$ cat config.mk
export PLATFORM = sky130hd
export DESIGN_NAME = key_unlock_detect
export DESIGN_NICKNAME = d
export VERILOG_FILES = /design/src/rtl/unlock_pkg.sv /design/src/rtl/unlock_dp.sv /design/src/rtl/unlock_ctrl.sv /design/src/rtl/key_unlock_detect.sv
export SDC_FILE = /design/constraint.sdc
export NUM_CORES = 1
export LEC_CHECK = 0
export BUFFER_PORTS_ARGS = -buffer_cell sky130_fd_sc_hd__buf_2
export CAP_MARGIN = 0
export CELL_PAD_IN_SITES_DETAIL_PLACEMENT = 0
export CELL_PAD_IN_SITES_GLOBAL_PLACEMENT = 1
export CORE_ASPECT_RATIO = 1.2
export CORE_UTILIZATION = 45
export DETAILED_ROUTE_END_ITERATION = 8
export GPL_TIMING_DRIVEN = 0
export PLACE_DENSITY = 0.85
export SETUP_SLACK_MARGIN = 0.2
export SLEW_MARGIN = 20
export SYNTH_ARGS = -nofsm -noshare
export SYNTH_HDL_FRONTEND = slang
export SYNTH_SLANG_ARGS = --single-unit
$ cat constraint.sdc
create_clock -name clk -period 4.58 [get_ports clk]
set_clock_uncertainty 0.15 [all_clocks]
set_input_delay 0.229 -clock clk [delete_from_list [all_inputs] [get_ports clk]]
set_output_delay 0.229 -clock clk [all_outputs]
set_load 0.1 [all_outputs]
$ cat src/rtl/unlock_pkg.sv
package unlock_pkg;

  typedef enum logic [2:0] {
    ST_IDLE,
    ST_ARMHI,
    ST_SHIFT,
    ST_GAP,
    ST_SETTLE,
    ST_ACTIVE
  } unlockState_e;

  typedef struct packed {
    logic clrBits;
    logic shiftEn;
    logic clrGap;
    logic incGap;
    logic clrSettle;
    logic incSettle;
  } ctrlStrobe_t;

  typedef struct packed {
    logic lineHigh;
    logic lineRise;
    logic lineFall;
    logic serRise;
    logic keyDone;
    logic keyMatch;
    logic gapExpired;
    logic settleDone;
  } dpStatus_t;

endpackage

$ cat src/rtl/unlock_dp.sv
module unlock_dp
  import unlock_pkg::*;
#(
  parameter int KEY_WIDTH = 32,
  parameter logic [KEY_WIDTH-1:0] KEY_VALUE = 32'h4D434851,
  parameter int MAX_GAP = 64,
  parameter int SETTLE_CYCLES = 16,
  parameter int SYNC_STAGES = 2
) (
  input  logic        clk,
  input  logic        rstN,
  input  logic        tgtRstLine,
  input  logic        serClkIn,
  input  logic        serDatIn,
  input  ctrlStrobe_t strobe,
  output dpStatus_t   status,
  output logic        datBit
);

  localparam int BIT_W = $clog2(KEY_WIDTH + 1);
  localparam int GAP_W = $clog2(MAX_GAP + 1);
  localparam int SET_W = $clog2(SETTLE_CYCLES + 1);
  localparam int PIN_N = 3;

  logic [SYNC_STAGES-1:0][PIN_N-1:0] syncQ;
  logic [PIN_N-1:0] pinSync;
  logic lineLast, serLast;
  logic [KEY_WIDTH-1:0] shiftReg;
  logic [BIT_W-1:0] bitCnt;
  logic [GAP_W-1:0] gapCnt;
  logic [SET_W-1:0] settleCnt;

  // two or more flops per pin; index 0 = data, 1 = serial clock, 2 = reset line
  always_ff @(posedge clk or negedge rstN) begin
    if (!rstN) syncQ <= '0;
    else       syncQ <= {syncQ[SYNC_STAGES-2:0], {tgtRstLine, serClkIn, serDatIn}};
  end

  assign pinSync = syncQ[SYNC_STAGES-1];

  always_ff @(posedge clk or negedge rstN) begin
    if (!rstN) begin
      lineLast <= 1'b0;
      serLast  <= 1'b0;
    end else begin
      lineLast <= pinSync[2];
      serLast  <= pinSync[1];
    end
  end

  always_ff @(posedge clk or negedge rstN) begin
    if (!rstN) begin
      shiftReg <= '0;
      bitCnt   <= '0;
    end else if (strobe.clrBits) begin
      shiftReg <= '0;
      bitCnt   <= '0;
    end else if (strobe.shiftEn) begin
      shiftReg <= {shiftReg[KEY_WIDTH-2:0], pinSync[0]};
      bitCnt   <= bitCnt + 1'b1;
    end
  end

  always_ff @(posedge clk or negedge rstN) begin
    if (!rstN)              gapCnt <= '0;
    else if (strobe.clrGap) gapCnt <= '0;
    else if (strobe.incGap) gapCnt <= gapCnt + 1'b1;
  end

  always_ff @(posedge clk or negedge rstN) begin
    if (!rstN)                 settleCnt <= '0;
    else if (strobe.clrSettle) settleCnt <= '0;
    else if (strobe.incSettle) settleCnt <= settleCnt + 1'b1;
  end

  always_comb begin
    status.lineHigh   = pinSync[2];
    status.lineRise   = pinSync[2] & ~lineLast;
    status.lineFall   = ~pinSync[2] & lineLast;
    status.serRise    = pinSync[1] & ~serLast;
    status.keyDone    = (bitCnt == BIT_W'(KEY_WIDTH));
    status.keyMatch   = (shiftReg == KEY_VALUE);
    status.gapExpired = (gapCnt >= GAP_W'(MAX_GAP));
    status.settleDone = (settleCnt == SET_W'(SETTLE_CYCLES));
  end

  assign datBit = pinSync[0];

  // never more bits than the key width
  p_bits_bounded_r6: assert property (@(posedge clk) disable iff (!rstN)
    bitCnt <= BIT_W'(KEY_WIDTH));

  // the window counter never runs beyond its limit
  p_gap_bounded_r5: assert property (@(posedge clk) disable iff (!rstN)
    gapCnt <= GAP_W'(MAX_GAP));

endmodule

$ cat src/rtl/unlock_ctrl.sv
module unlock_ctrl
  import unlock_pkg::*;
(
  input  logic        clk,
  input  logic        rstN,
  input  dpStatus_t   status,
  output ctrlStrobe_t strobe,
  output logic        modeActive,
  output logic        ioHiz,
  output logic        clkQual
);

  unlockState_e state, nextState;

  always_ff @(posedge clk or negedge rstN) begin
    if (!rstN) state <= ST_IDLE;
    else       state <= nextState;
  end

  always_comb begin
    nextState = state;
    strobe    = '0;
    unique case (state)
      ST_IDLE:  if (status.lineHigh) nextState = ST_ARMHI;
      ST_ARMHI: if (status.lineFall) begin
        nextState      = ST_SHIFT;
        strobe.clrBits = 1'b1;
      end
      ST_SHIFT: begin
        if (status.lineRise) begin
          nextState = ST_IDLE;
        end else if (status.keyDone) begin
          if (status.keyMatch) begin
            nextState     = ST_GAP;
            strobe.clrGap = 1'b1;
          end else begin
            nextState = ST_IDLE;
          end
        end else if (status.serRise) begin
          strobe.shiftEn = 1'b1;
        end
      end
      ST_GAP: begin
        if (status.lineRise && !status.gapExpired) begin
          nextState        = ST_SETTLE;
          strobe.clrSettle = 1'b1;
        end else if (status.gapExpired) begin
          nextState = ST_IDLE;
        end else begin
          strobe.incGap = 1'b1;
        end
      end
      ST_SETTLE: begin
        if (status.lineFall)        nextState = ST_IDLE;
        else if (status.settleDone) nextState = ST_ACTIVE;
        else                        strobe.incSettle = 1'b1;
      end
      ST_ACTIVE: if (status.lineFall) nextState = ST_IDLE;
      default: nextState = ST_IDLE;
    endcase
  end

  assign modeActive = (state == ST_SETTLE) || (state == ST_ACTIVE);
  assign ioHiz      = modeActive;
  assign clkQual    = (state == ST_ACTIVE) && status.serRise;

  // a qualified pulse only once the settle counter has finished
  p_qual_after_settle_r7: assert property (@(posedge clk) disable iff (!rstN)
    clkQual |-> (modeActive && status.settleDone));

  // a line fall in the mode leaves it on the next cycle
  p_exit_on_fall_r9: assert property (@(posedge clk) disable iff (!rstN)
    (modeActive && status.lineFall) |=> !modeActive);

  // a full capture that does not match goes back to idle
  p_mismatch_idle_r3: assert property (@(posedge clk) disable iff (!rstN)
    (state == ST_SHIFT && !status.lineRise && status.keyDone && !status.keyMatch)
      |=> (state == ST_IDLE));

  // the mode is only entered from the post-key window
  p_entry_from_gap_r4: assert property (@(posedge clk) disable iff (!rstN)
    $rose(modeActive) |-> ($past(state) == ST_GAP));

endmodule

$ cat src/rtl/key_unlock_detect.sv
module key_unlock_detect
  import unlock_pkg::*;
#(
  parameter int KEY_WIDTH = 32,
  parameter logic [KEY_WIDTH-1:0] KEY_VALUE = 32'h4D434851,
  parameter int MAX_GAP = 64,
  parameter int SETTLE_CYCLES = 16,
  parameter int SYNC_STAGES = 2
) (
  input  logic clk,
  input  logic rstN,
  input  logic tgtRstLine,
  input  logic serClkIn,
  input  logic serDatIn,
  output logic modeActive,
  output logic ioHiz,
  output logic clkQual,
  output logic datQual
);

  ctrlStrobe_t strobe;
  dpStatus_t   status;

  unlock_dp #(
    .KEY_WIDTH(KEY_WIDTH),
    .KEY_VALUE(KEY_VALUE),
    .MAX_GAP(MAX_GAP),
    .SETTLE_CYCLES(SETTLE_CYCLES),
    .SYNC_STAGES(SYNC_STAGES)
  ) dp_i (
    .clk(clk),
    .rstN(rstN),
    .tgtRstLine(tgtRstLine),
    .serClkIn(serClkIn),
    .serDatIn(serDatIn),
    .strobe(strobe),
    .status(status),
    .datBit(datQual)
  );

  unlock_ctrl ctrl_i (
    .clk(clk),
    .rstN(rstN),
    .status(status),
    .strobe(strobe),
    .modeActive(modeActive),
    .ioHiz(ioHiz),
    .clkQual(clkQual)
  );

endmodule

==> Flow_metrics.wiki <==
{| class="wikitable"
! Metric !! Value
|-
| Outcome || finished clean
|-
| Number of global-route vias before repair || 2459
|-
| Crit Path Max Fanout || 10
|-
| Count of final max-slew check failures || 0
|-
| Worst Path Class, Setup || flip-flop to flip-flop
|-
| Post-synthesis instance area || 3120 sq um
|-
| Commonest non-fill, non-tap cells in the layout || 61 x dfrtp_1, 43 x nand4_1, 36 x a21oi_1, 34 x o31ai_1, 21 x clkbuf_1
|-
| End of the worst register-to-register path || dp_i.gapCnt[4]$_DFFE_PN0P_
|-
| Worst-case clock buffer depth || 2
|-
| Maximum ir drop on the vdd rail || 0.194 mV
|-
| Most common library cell in the layout ignoring fill and taps || dfrtp_1
|-
| Antenna diode count || 0
|-
| Number of distinct library cell variants in the gate-level netlist after synthesis || 40
|-
| Library cell used as clock root buffer || clkbuf_8
|-
| Maximum number of pins on one net before global-route repair || 62
|-
| WP data required || 4.63 ns
|-
| Instance count of the mapped netlist || 312
|-
| Post-route clock period utilization || 0.493
|-
| Number of cells upsized or downsized after cts || 0
|-
| Number of register bits inferred by synthesis || 61
|-
| Signal arrival time at the worst endpoint || 2.31 ns
|-
| Final-layout fill cell count || 604
|-
| Post-synthesis net count || 323
|-
| Worst hold-check path type || flip-flop to flip-flop
|-
| Average cell area after synthesis || 9.99 sq um
|-
| Sort of element at the end of the critical path || flip-flop
|-
| Post-route total power || 1410 uW
|-
| Via count of the routed design || 2494
|-
| Total Nets Final || 346
|-
| Antenna-violating nets left || 0
|-
| Number of post-CTS setup repair buffers || 0
|-
| GRT Overall Usage || 0.210
|-
| Total setup violations reported at the end of the flow || 0
|-
| Worst reg2reg startpoint || dp_i.bitCnt[0]$_DFFE_PN0P_
|-
| DRC errors left || 0
|-
| Count of boundary I/O pins || 9
|-
| Total detailed-routing wirelength || 6.81 mm
|-
| Clock buffer count from CTS || 9
|-
| Combined flip-flop and latch cell area || 1530 sq um
|-
| Worst-case reg-to-reg path depth || 5
|-
| Die width || 78.0 microns
|-
| Origin of the worst min-delay path || dp_i.syncQ[1]$_DFF_PN0_
|-
| Number of max-capacitance violations reported || 0
|-
| Startpoint type of the worst setup path || flip-flop
|-
| Clk Latency, worst-skew pair || 0.35 ns
|-
| Number of synthesized flops with an enable pin || 0
|-
| Standard cell with the maximum stage delay on the critical path || nor4_2
|-
| Mean routed wirelength per cell || 16.0 microns
|-
| Number of warnings printed during yosys synthesis || 0
|-
| Sequential element share of the synthesized area || 0.490
|-
| Maximum frequency from static timing analysis || 0.443 GHz
|-
| Amount of wire on met3 after detailed routing || 135 microns
|-
| CTS clk-pin slew, worst paths || 0.07 ns
|-
| Setup repair after global routing missed its margin || no
|-
| Top FF cell, synth || dfrtp_1
|-
| CP peak stage delay || 0.75 ns
|-
| Initial core utilization || 0.474
|-
| Length of the first detailed-routing pass in iterations || 4
|-
| TritonCTS clock tree || built
|-
| Worst Hold Depth || 0
|-
| Number of hold violations in the final report || 0
|-
| Final min period || 2.26 ns
|-
| Register-to-register setup slack || 2.32 ns
|-
| Layout cells sized above 1 || 0.126
|-
| Cells along the critical path || inv_1, ha_1, nand3_1, nor4_2, nor2_1
|-
| Met1 wire length || 3.23 mm
|-
| PwrDens || 405 nW/um^2
|-
| Gr ovfl total || 0
|-
| Highest Signal Layer || met4
|-
| Total die area || 7260 sq um
|-
| Worst hold path endpoint || dp_i.pinSync[1]$_DFF_PN0_
|-
| Worst slew margin || 0.482
|-
| Global-route wire length before repair || 11.8 mm
|-
| Sum of net half-perimeters after detailed placement || 4.37 mm
|-
| Footprint of the multi-input gates || 1440 sq um
|-
| Share of flip-flops with an asynchronous set or reset || 1.00
|-
| Worst Max-Slew Pin Slew || 0.777 ns
|-
| Worst hold slack || 0.200 ns
|-
| Antenna violations before repair || 0
|-
| Static Leak || 0.00145 uW
|-
| Final weighted congestion in routability-driven placement || 0.782
|-
| Vias per inst || 5.87
|-
| Area grow syn2layout || 12.0%
|-
| Core ar. || 6570 sq um
|-
| CTS sink count || 61
|-
| Height of the chip || 93.1 microns
|-
| Final setup TNS || 0 ns
|-
| Number of DRC markers in iteration 0 || 169
|-
| Maximum level of the CTS H-tree || 3
|-
| Routed wl met2 || 3.28 mm
|-
| Input/output buffers || 8
|-
| Count of standard-cell rows || 32
|}
-- per-stage QoR --
step           cell area [sq um]  setup WS, ns  std cells   util
3_3_place_gp                3260          2.38        405  0.497
5_1_grt                     3490          2.14        425  0.532
3_5_place_dp                3260          2.37        405  0.497
2_1_floorplan               3120          1.26        312      -
4_1_cts                     3490          2.31        425  0.532
6_report                    3490          2.32        425  0.532
-- sequential cells by signal, summed over array words and instances (netlist names) --
name            count
dp_i.shiftReg      32
dp_i.gapCnt         7
dp_i.bitCnt         6
dp_i.settleCnt      5
ctrl_i.state        3
dp_i.pinSync        3
dp_i.syncQ          3
dp_i.lineLast       1
dp_i.serLast        1
-- synthesized netlist by cell type (6+ instances only) --
master / count / area, sq um
dfrtp_1: 61 / 1530
nand4_1: 43 / 269
a21oi_1: 36 / 180
o31ai_1: 34 / 255
clkbuf_1: 21 / 78.8
nor2_1: 13 / 48.8
nand2_1: 9 / 33.8
nand2b_1: 7 / 43.8
nand3_1: 7 / 35.0
buf_2: 6 / 30.0
ha_1: 6 / 75.1
inv_1: 6 / 22.5
xor2_1: 6 / 52.6
-- critical path: cells and delay by family (launching register included) --
kind	cells	cell delay, ns
buffers and inverters	1	0.11
DFF	1	0.42
and+or+nand+nor	3	1.21
adders and majority gates	1	0.22
-- worst max path at each step --
stage	from	slack (ns)	endpoint
global placement	dp_i.bitCnt[0]$_DFFE_PN0P_	2.38	dp_i.gapCnt[2]$_DFFE_PN0P_
detailed placement	dp_i.bitCnt[0]$_DFFE_PN0P_	2.37	dp_i.gapCnt[4]$_DFFE_PN0P_
floorplan	ctrl_i.state[1]$_DFFE_PN0P_	1.26	clkQual
CTS	dp_i.bitCnt[0]$_DFFE_PN0P_	2.31	dp_i.gapCnt[4]$_DFFE_PN0P_
finish	dp_i.bitCnt[0]$_DFFE_PN0P_	2.32	dp_i.gapCnt[4]$_DFFE_PN0P_
global route	dp_i.bitCnt[0]$_DFFE_PN0P_	2.14	dp_i.gapCnt[4]$_DFFE_PN0P_
-- power by group --
part           internal, uW  switching (uW)  leakage (uW)
registers               587            50.1      0.000822
clock network           213             228     0.0000847
logic                   111             223      0.000539
total                   911             502       0.00145
-- kinds of logic (layout without fill, tap and decap cells) --
family          after synthesis  after routing  synth area share
fa+ha+maj                     6              6            0.0241
compound gates               76             76             0.156
mux                           5              5            0.0161
simple gates                119            119             0.241
flops                        61             61             0.490
xor+xnor                      9              9            0.0253
buf+inv                      36             64            0.0474
-- routing by layer --
| metal | up-vias | GRT usage |
|---|---|---|
| met4 | 0 | 0.119 |
| met3 | 16 | 0.0380 |
| met5 | - | 0 |
| met1 | 1226 | 0.271 |
| met2 | 30 | 0.332 |
| li1 | 1222 | - |
-- cell type report --
class	instances	area share
clock buffers	10	0.0394
well taps	85	0.0305
flip-flops and latches	61	0.437
clock inverters	6	0.0140
multi-input cells	215	0.413
repair buffers	12	0.0237
plain buffers	30	0.0358
inverters	6	0.00645
-- timing repair --
action / in CTS / in global routing
hold buffers: 4 / 0
setup endpoints to repair: 0 / 0
hold endpoints to repair: 64 / 0
Power figures use the tool's default switching activity.
